**src/rtl/quad_dac_pkg.sv**
```systemverilog
package quad_dac_pkg;
  localparam int DEF_CODE_W = 8;
  localparam int DEF_CH_N   = 4;

  function automatic int ceil_div(input int num, input int den);
    return (num + den - 1) / den;
  endfunction
endpackage

```
**src/rtl/dac_sync.sv**
```systemverilog
module dac_sync #(
  parameter int          W      = 1,
  parameter int          STAGES = 2,
  parameter logic [W-1:0] RST_VAL = '0
) (
  input  logic         clk_i,
  input  logic         rst_ni,
  input  logic [W-1:0] d_i,
  output logic [W-1:0] q_o
);
  logic [W-1:0] stg_q [STAGES];

  for (genvar s = 0; s < STAGES; s++) begin : g_stg
    always_ff @(posedge clk_i or negedge rst_ni) begin
      if (!rst_ni) stg_q[s] <= RST_VAL;
      else if (s == 0) stg_q[s] <= d_i;
      else stg_q[s] <= stg_q[(s == 0) ? 0 : s-1];
    end
  end

  assign q_o = stg_q[STAGES-1];
endmodule

```
**src/rtl/dac_in_bank.sv**
```systemverilog
module dac_in_bank #(
  parameter int CH_N   = 4,
  parameter int CODE_W = 8,
  localparam int AW    = $clog2(CH_N),
  localparam int BUS_W = CH_N * CODE_W
) (
  input  logic              clk_i,
  input  logic              rst_ni,
  input  logic              wr_low_i,
  input  logic [AW-1:0]     addr_i,
  input  logic [CODE_W-1:0] data_i,
  output logic [BUS_W-1:0]  in_nxt_o,
  output logic [BUS_W-1:0]  in_q_o
);
  for (genvar c = 0; c < CH_N; c++) begin : g_ch
    logic sel;
    assign sel = wr_low_i && (addr_i == AW'(c));
    assign in_nxt_o[c*CODE_W +: CODE_W] = sel ? data_i : in_q_o[c*CODE_W +: CODE_W];

    always_ff @(posedge clk_i or negedge rst_ni) begin
      if (!rst_ni) in_q_o[c*CODE_W +: CODE_W] <= '0;
      else         in_q_o[c*CODE_W +: CODE_W] <= in_nxt_o[c*CODE_W +: CODE_W];
    end
  end
endmodule

```
**src/rtl/dac_out_bank.sv**
```systemverilog
module dac_out_bank #(
  parameter int CH_N   = 4,
  parameter int CODE_W = 8,
  localparam int BUS_W = CH_N * CODE_W
) (
  input  logic             clk_i,
  input  logic             rst_ni,
  input  logic             ld_low_i,
  input  logic [BUS_W-1:0] src_i,
  output logic [BUS_W-1:0] dac_q_o,
  output logic             upd_o
);
  logic [BUS_W-1:0] dac_nxt;
  logic [CH_N-1:0]  lane_chg;

  for (genvar c = 0; c < CH_N; c++) begin : g_ch
    assign dac_nxt[c*CODE_W +: CODE_W] = ld_low_i ? src_i[c*CODE_W +: CODE_W]
                                                  : dac_q_o[c*CODE_W +: CODE_W];
    assign lane_chg[c] = dac_nxt[c*CODE_W +: CODE_W] != dac_q_o[c*CODE_W +: CODE_W];
  end

  always_ff @(posedge clk_i or negedge rst_ni) begin
    if (!rst_ni) begin
      dac_q_o <= '0;
      upd_o   <= 1'b0;
    end else begin
      dac_q_o <= dac_nxt;
      upd_o   <= |lane_chg;
    end
  end
endmodule

```
**src/rtl/dac_hold_mon.sv**
```systemverilog
module dac_hold_mon #(
  parameter int HOLD_CYC = 12,
  localparam int CW      = $clog2(HOLD_CYC + 1)
) (
  input  logic clk_i,
  input  logic rst_ni,
  input  logic wr_s_i,
  input  logic ld_s_i,
  output logic err_o
);
  logic          wr_d, ld_d, armed;
  logic [CW-1:0] cnt;
  logic          wr_rise, ld_rise, early;

  assign wr_rise = wr_s_i && !wr_d;
  assign ld_rise = ld_s_i && !ld_d;
  // a load ending with the write edge, or inside the window, is early
  assign early   = ld_rise && ((wr_rise && !ld_d) || (armed && cnt < CW'(HOLD_CYC)));

  always_ff @(posedge clk_i or negedge rst_ni) begin
    if (!rst_ni) begin
      wr_d  <= 1'b1;
      ld_d  <= 1'b1;
      armed <= 1'b0;
      cnt   <= '0;
      err_o <= 1'b0;
    end else begin
      wr_d  <= wr_s_i;
      ld_d  <= ld_s_i;
      err_o <= early;
      if (wr_rise && !ld_d && !ld_s_i) begin
        armed <= 1'b1;
        cnt   <= CW'(1);
      end else if (armed) begin
        if (ld_rise || cnt >= CW'(HOLD_CYC)) armed <= 1'b0;
        else cnt <= cnt + CW'(1);
      end
    end
  end
endmodule

```
**src/rtl/quad_dac_regif.sv**
```systemverilog
module quad_dac_regif
  import quad_dac_pkg::*;
#(
  parameter int CH_N    = DEF_CH_N,
  parameter int CODE_W  = DEF_CODE_W,
  parameter int CLK_PS  = 8000,
  parameter int HOLD_PS = 95000,
  localparam int AW       = $clog2(CH_N),
  localparam int BUS_W    = CH_N * CODE_W,
  localparam int HOLD_CYC = ceil_div(HOLD_PS, CLK_PS)
) (
  input  logic              clk_i,
  input  logic              rst_ni,
  input  logic [CODE_W-1:0] data_i,
  input  logic [AW-1:0]     addr_i,
  input  logic              wr_ni,
  input  logic              ld_ni,
  output logic [BUS_W-1:0]  dac_code_o,
  output logic              upd_o,
  output logic              hold_err_o
);
  localparam int SW = CODE_W + AW + 2;

  logic [SW-1:0]     pins, pins_s;
  logic              wr_s, ld_s;
  logic [AW-1:0]     addr_s;
  logic [CODE_W-1:0] data_s;
  logic [BUS_W-1:0]  in_nxt, in_q;

  assign pins = {wr_ni, ld_ni, addr_i, data_i};

  dac_sync #(.W(SW), .STAGES(2), .RST_VAL({2'b11, {(SW-2){1'b0}}})) u_sync (
    .clk_i, .rst_ni, .d_i(pins), .q_o(pins_s)
  );

  assign {wr_s, ld_s, addr_s, data_s} = pins_s;

  dac_in_bank #(.CH_N(CH_N), .CODE_W(CODE_W)) u_in (
    .clk_i, .rst_ni, .wr_low_i(!wr_s), .addr_i(addr_s), .data_i(data_s),
    .in_nxt_o(in_nxt), .in_q_o(in_q)
  );

  // output bank sees next staging value, so both-low is a flow-through path
  dac_out_bank #(.CH_N(CH_N), .CODE_W(CODE_W)) u_out (
    .clk_i, .rst_ni, .ld_low_i(!ld_s), .src_i(in_nxt),
    .dac_q_o(dac_code_o), .upd_o(upd_o)
  );

  dac_hold_mon #(.HOLD_CYC(HOLD_CYC)) u_hold (
    .clk_i, .rst_ni, .wr_s_i(wr_s), .ld_s_i(ld_s), .err_o(hold_err_o)
  );
endmodule

```
**config.mk**
```make
export PLATFORM = sky130hd
export DESIGN_NAME = quad_dac_regif
export DESIGN_NICKNAME = d
export VERILOG_FILES = /design/src/rtl/quad_dac_pkg.sv /design/src/rtl/dac_sync.sv /design/src/rtl/dac_in_bank.sv /design/src/rtl/dac_out_bank.sv /design/src/rtl/dac_hold_mon.sv /design/src/rtl/quad_dac_regif.sv
export SDC_FILE = /design/constraint.sdc
export NUM_CORES = 1
export LEC_CHECK = 0
export ABC_CLOCK_PERIOD_IN_PS = 1930
export BUFFER_PORTS_ARGS = -buffer_cell sky130_fd_sc_hd__buf_2
export CAP_MARGIN = 15
export CORE_MARGIN = 3
export CORE_UTILIZATION = 51
export DETAILED_ROUTE_END_ITERATION = 16
export GPL_TIMING_DRIVEN = 0
export PLACE_DENSITY = 0.84
export REMOVE_ABC_BUFFERS = 1
export SYNTH_ARGS = -nofsm -noshare
export SYNTH_HDL_FRONTEND = slang
export SYNTH_SLANG_ARGS = --single-unit
export TNS_END_PERCENT = 5
```
**constraint.sdc**
```tcl
create_clock -name clk_i -period 1.93 [get_ports clk_i]
set_input_delay 0.579 -clock clk_i [delete_from_list [all_inputs] [get_ports clk_i]]
set_output_delay 0.579 -clock clk_i [all_outputs]
set_load 0.005 [all_outputs]
```
# [Word level (Yosys, flattened, before mapping)]
# Cells that the tools add are included.
[totals] reg_bits=97 input_bits=14 output_inout_bits=34 wordCells=58
[classes] add_sub_neg=1 magnitude_cmp=2 eq_ne=8 mux=14 n_reduce_logical=20
[ops] operator="two-way mux 8 bit" n=8
[ops] operator="inequality test 8 bit" n=4
[ops] operator="two-way mux 4 bit" n=3
[ops] operator="logical AND 1 bit" n=10
[ops] operator="adder 4 x 1 -> 4 bit, second input constant" n=1
[ops] operator="== test 2 bit, second input constant" n=2
[ops] operator="greater-or-equal comparator 4 bit, second input constant" n=1
[ops] operator="zero test 1 bit" n=4
[ops] operator="less-than comparator 4 bit, second input constant" n=1
[ops] operator="OR reduction 4 bit" n=1
[ops] operator="two-way mux 1 bit" n=3
[ops] operator="== test 2 x 1 -> 1 bit, second input constant" n=1
[ops] operator="zero test 2 bit" n=1
[ops] operator="logical OR 1 bit" n=2
[ops] operator="inequality test 2 x 1 -> 1 bit, second input constant" n=1
[ops] operator="AND reduction 2 bit" n=1
[ops] operator="nonzero test 2 bit" n=1

# [Logic depth before layout (Yosys ltp)]
[logic_depth] ltp_word=6 ltp_mapped=7 depth_no_buf=6

# [Hierarchy]
# A second synthesis with hierarchy kept.
[hier_totals] hier_cells=253 hier_area_um2=3844.9
[by_module_without_submodules] mod="dac_out_bank" n_inst=1 cells_per_inst=116 area_each_um2=1581.5 seq_area_each_um2=825.8
[by_module_without_submodules] mod="dac_in_bank" n_inst=1 cells_per_inst=68 area_each_um2=1212.4 seq_area_each_um2=800.8
[by_module_without_submodules] mod="dac_sync" n_inst=1 cells_per_inst=36 area_each_um2=695.7 seq_area_each_um2=605.6
[by_module_without_submodules] mod="dac_hold_mon" n_inst=1 cells_per_inst=31 area_each_um2=347.8 seq_area_each_um2=202.7
[by_module_without_submodules] mod="quad_dac_regif" n_inst=1 cells_per_inst=2 area_each_um2=7.5 seq_area_each_um2=0.0

# [Worst setup path before layout]
# Ideal clock, no wire load.
[synth_path] path_kind="register to register" start="register u_sync.stg_q, in the netlist u_sync.q_o[9]" end="register u_out.upd_o" setup_ns=0.136 arrival_ns=1.878 required_ns=1.794 setup_slack_ns=-0.084 path_stages_with_launch=7 n_path_buf=0 period_less_slack_ns=2.014 cell_sequence="dfrtp_1 -> nor3_2 -> mux2_2 -> xnor2_1 -> nand4_1 -> nor4_1 -> a31oi_1"
[synth_between] elab_chain_len=6 elab_cells_between_ends=21 classes_between="eq/ne (7); mux (8); reduce/logical (6)"
[synth_rtl] item="from (decl)" line="dac_sync.sv:11" rtl="logic [W-1:0] stg_q [STAGES];"
[synth_rtl] item="from (signal, indexed assignment)" line="dac_sync.sv:16" rtl="else if (s == 0) stg_q[s] <= d_i;"
[synth_rtl] item="from (signal, indexed assignment)" line="dac_sync.sv:17" rtl="else stg_q[s] <= stg_q[(s == 0) ? 0 : s-1];"
[synth_rtl] item="zero test 2 bit" line="dac_in_bank.sv:17" rtl="assign sel = wr_low_i && (addr_i == AW'(c));"
[synth_rtl] item="logical AND 1 bit" line="dac_in_bank.sv:17"
[synth_rtl] item="two-way mux 8 bit" line="dac_in_bank.sv:18" rtl="assign in_nxt_o[c*CODE_W +: CODE_W] = sel ? data_i : in_q_o[c*CODE_W +: CODE_W];"
[synth_rtl] item="named net in_nxt[2]" line="quad_dac_regif.sv:28" rtl="logic [BUS_W-1:0] in_nxt, in_q;"
[synth_rtl] item="two-way mux 8 bit" line="dac_out_bank.sv:17" rtl="assign dac_nxt[c*CODE_W +: CODE_W] = ld_low_i ? src_i[c*CODE_W +: CODE_W]"
[synth_rtl] item="inequality test 8 bit" line="dac_out_bank.sv:19" rtl="assign lane_chg[c] = dac_nxt[c*CODE_W +: CODE_W] != dac_q_o[c*CODE_W +: CODE_W];"
[synth_rtl] item="OR reduction 4 bit" line="dac_out_bank.sv:28" rtl="upd_o <= |lane_chg;"
[synth_rtl] item="to (signal assigned)" line="dac_out_bank.sv:28"
[synth_rtl] item="to (decl)" line="dac_out_bank.sv:11" rtl="output logic upd_o"
# The timed path passes the listed nets, and every way through them passes these cells.
# A chain may end at the register's enable or synchronous reset.

# [Worst setup path in the final report]
[layout_path] start="register u_sync.stg_q, in the netlist u_sync.q_o[8]" end="register u_out.upd_o"
[layout_between] elab_chain_len=6 elab_cells_between_ends=21 classes_between="eq/ne (7); mux (8); reduce/logical (6)"
[layout_rtl] item="== test 2 bit" line="dac_in_bank.sv:17"
[layout_rtl] item="logical AND 1 bit" line="dac_in_bank.sv:17"
[layout_rtl] item="two-way mux 8 bit" line="dac_in_bank.sv:18"
[layout_rtl] item="named net in_nxt[20]" line="quad_dac_regif.sv:28"
[layout_rtl] item="two-way mux 8 bit" line="dac_out_bank.sv:17"
[layout_rtl] item="inequality test 8 bit" line="dac_out_bank.sv:19"
[layout_rtl] item="OR reduction 4 bit" line="dac_out_bank.sv:28"
# The timed path passes the listed nets, and every way through them passes these cells.

==> run summary <==
The tools report the register area as 0.00244 mm². Summing all non-filler instances in the final layout gives an area of 0.00464 mm². The setup slack at placement is -0.817 ns, and the number of buffers created by CTS is 9. The path type of the worst min-delay path was in -> async. In the synthesized netlist, the cells that appear most often are sky130_fd_sc_hd__dfrtp_1, sky130_fd_sc_hd__mux2_2, sky130_fd_sc_hd__xnor2_1, sky130_fd_sc_hd__inv_1, sky130_fd_sc_hd__nor2_1. Setup repair after global routing could not meet its margin everywhere.

The number of instances in the synthesized netlist is 261. VDD sags by at most 656 µV. The logs give 0 for the antenna diode count and 1 for the number of failing setup endpoints in the final timing report.

The leakage component of the power was 2.10 nW. After legalization and detailed placement, the total HPWL measured 4640 µm. Most frequently used cell type in the post-synthesis netlist: sky130_fd_sc_hd__dfrtp_1. The logs give 0 for the number of max-cap violations and 0.852 for the placer's final routability congestion estimate. Initial cell density of the core: 54.2%.

After filler insertion, the fill cell instance count of the layout stands at 521. In this run the count of I/O pins placed on the die edge is 48. The required time reported for the critical path endpoint was 2.15 ns; the number of vias per cell was 5.22. The average instance in the mapped netlist occupies 14.6 µm².

Entering global routing, the biggest net connects 78 pins. The wire length per cell after detailed routing came out at 16.6 µm. The run gives 0 as the max-slew violation total from the final report. The area of the multi-input gates is 0.00136 mm². The synthesized design contains 97 register bits.

The net count of the finished layout is 348. Overall power consumption after layout is estimated at 5.27 mW. The clock input transition at the sequential cells of the worst setup and hold paths is 0.09 ns, and the peak clock frequency supported by timing is 462 MHz. TritonCTS sink count: 97. TritonCTS built the clock tree.

STA classifies the critical path startpoint as a register. After synthesis, the largest area contributor takes up 59.9% of total cell area. The maximum count of clock buffers along a single path was 2; the global-route congestion overflow total was 0.

The die covers 0.00853 mm². The most used flip-flop cell after synthesis is sky130_fd_sc_hd__dfrtp_1. For the worst-skew pair, the clock arrives at the later sink with an insertion delay of 0.35 ns.

Slew of the pin with the lowest slew margin: 0.474 ns. The number of hold buffers added after CTS came out at 0. Yosys attributes the largest share of cell area to sky130_fd_sc_hd__dfrtp_1, sky130_fd_sc_hd__mux2_2, sky130_fd_sc_hd__xnor2_1, sky130_fd_sc_hd__dfstp_2, sky130_fd_sc_hd__mux2i_1.

For the post-route antenna net violation count, the log shows 0. In this run, synthesis inferred 0 flip-flops with an integrated enable. The tools report the number of violations reported at the end of detailed-routing iteration 0 as 74.

Along the worst path, the maximum fanout reaches 4. The worst-case setup margin in the final layout is -0.232 ns, and the height of the die is 92.3 µm. Of all cell types, the one taking the most synthesized area is sky130_fd_sc_hd__dfrtp_1. The number of buffers added on ports was 47. The pre-antenna-repair detailed-routing pass consisted of 4 iterations. Summed over all layers, the routed wires come to 7190 µm. In this run the tightest slew margin relative to its limit is 68.4%.

For the worst setup path, the data arrival time is 2.38 ns. Summing all placed instances gives a cell area of 0.00416 mm². Number of hold violations in the final report: 0.

The tools report the setup clock skew after layout as 0.0120 ns. The initial antenna violation count was 0; the final cycle utilization of the critical path was 112%. The tools report the number of global-route vias before repair as 2310. The total vias in the final route came out at 2265. Yosys mapped the design onto 40 distinct sky130hd cell types. The wire length of the first global-routing pass was 11600 µm; the cell area power density was 1140 mW/mm². For this run, the share of the core covered by cells in the final layout is 66.1%. The tools report the capturing element type of the critical path as a register.

For the residual DRC count, the log shows 0. Of all flip-flops after synthesis, the portion carrying an async set or reset was 100%. The clock tree synthesis step divided the H-tree into 3 levels. Summing every instance area after synthesis gives 0.00380 mm². The area growth from synthesis to layout is 22.0%.

Global routing used 17.8% of the available tracks. The floorplan step set the die width to 92.3 µm. The cell sitting at the root of the clock tree is a sky130_fd_sc_hd__clkbuf_8.

The critical path is of the reg -> reg type. The placeable core region is 0.00702 mm². For this run, the number of Yosys warnings is 0. The run finished, with violations left. The cell count after placement is 399, and the final cell count without fillers is 434. The post-route minimum period is 2.16 ns. For the row count, the log shows 30. The post-route netlist has 45.9% of its cells at a drive strength greater than 1.

Part of the Yosys area used for sequential elements: 64.0%. The checks that failed: negative setup slack.
==> layout by cell type, fill, tap and decap left out, types with 4 or more instances in the layout <==
cell type                   n
sky130_fd_sc_hd__buf_2     46
sky130_fd_sc_hd__a21oi_1    8
sky130_fd_sc_hd__mux2_2    48
sky130_fd_sc_hd__dfrtp_1   89
sky130_fd_sc_hd__buf_4     14
sky130_fd_sc_hd__nor2_1     9
sky130_fd_sc_hd__clkbuf_8  11
sky130_fd_sc_hd__xnor2_1   19
sky130_fd_sc_hd__inv_1     13
sky130_fd_sc_hd__nand2_1    4
sky130_fd_sc_hd__dfstp_2    5
sky130_fd_sc_hd__mux2_4     6
sky130_fd_sc_hd__nand4_1    4
sky130_fd_sc_hd__mux2i_1    4
sky130_fd_sc_hd__buf_6      6
==> metrics by stage <==
stage                     hold WS, ns  setup TNS [ns]
after detailed placement        0.335           -2.65
after CTS                      0.0908          -0.237
after floorplan                 0.283          -0.229
final                          0.0965          -0.232
after global placement          0.333          -53.96
after global routing           0.0932          -0.319
==> sequential cells by signal (all words and copies together), names as in the netlist <==
signal and flops:
u_hold.armed 1, u_hold.cnt 4, u_hold.err_o 1, u_hold.ld_d 1, u_hold.wr_d 1, u_in.in_q_o 32
u_out.dac_q_o 32, u_out.upd_o 1, u_sync.q_o 12, u_sync.stg_q 12
==> worst paths after layout <==
check | from | to | slack, ns | depth (start not counted)
setup / recovery | u_sync.q_o[8] | u_out.upd_o | -0.23 | 7
hold / removal | rst_ni | u_out.dac_q_o[18] | 0.1 | 1
min in group clk_i | ld_ni | u_sync.stg_q[22] | 0.31 | 1
setup reg to reg | u_sync.q_o[8] | u_out.upd_o | -0.23 | 7
hold reg to reg | u_sync.stg_q[14] | u_sync.q_o[2] | 0.35 | 0
max in group asynchronous | rst_ni | u_hold.wr_d | 1.16 | 2
==> report_power, final <==
| part | internal, mW | switching (mW) | total (mW) |
|---|---|---|---|
| registers | 2.39 | 0.273 | 2.66 |
| clock network | 0.807 | 0.671 | 1.48 |
| logic | 0.625 | 0.501 | 1.13 |
| total | 3.82 | 1.45 | 5.27 |
==> worst max-delay path, stage by stage (launching register included) <==
cell                      delay [ns]
sky130_fd_sc_hd__dfrtp_2        0.47
sky130_fd_sc_hd__nor3b_4        0.28
sky130_fd_sc_hd__buf_4          0.16
sky130_fd_sc_hd__mux2_2         0.35
sky130_fd_sc_hd__xnor2_1        0.14
sky130_fd_sc_hd__nand4_1        0.15
sky130_fd_sc_hd__nor4_2         0.35
sky130_fd_sc_hd__a31oi_1        0.14
==> what timing repair did <==
action	CTS	global route
pin swaps	1	8
setup buffers	12	7
setup endpoints to repair	27	3
gates resized for setup	7	16
==> layer usage <==
| metal | global-route usage, % | up-vias | part of all wire, % |
|---|---|---|---|
| li1 | - | 1057 | - |
| met1 | 22.0 | 1146 | 43 |
| met2 | 30.5 | 56 | 52 |
| met3 | 4.55 | 6 | 4.2 |
| met4 | 6.06 | 0 | 0.93 |
| met5 | 0 | - | 0 |
==> area by class of cell <==
cell class | count | area share, %
Clock buffer | 11 | 3.26
Inverter | 13 | 1.05
Timing Repair Buffer | 67 | 9.28
Multi-Input combinational cell | 145 | 29.4
Tap cell | 96 | 2.59
Sequential cell | 97 | 52.6
Clock inverter | 5 | 1.83
==> kinds of logic (layout without fill, tap and decap cells) <==
logic type,after synthesis,in the layout,share of synthesized area (%)
AO/OA/AOI/OAI,28,28,5.10
XOR/XNOR,25,25,5.76
adder cells (fa/ha/maj),1,1,0.329
buffers and inverters,19,96,2.07
flip-flops,97,97,64.0
multiplexers,59,59,17.3
AND/OR/NAND/NOR,32,32,5.40
Note: power is estimated with default switching activity, not from simulation.
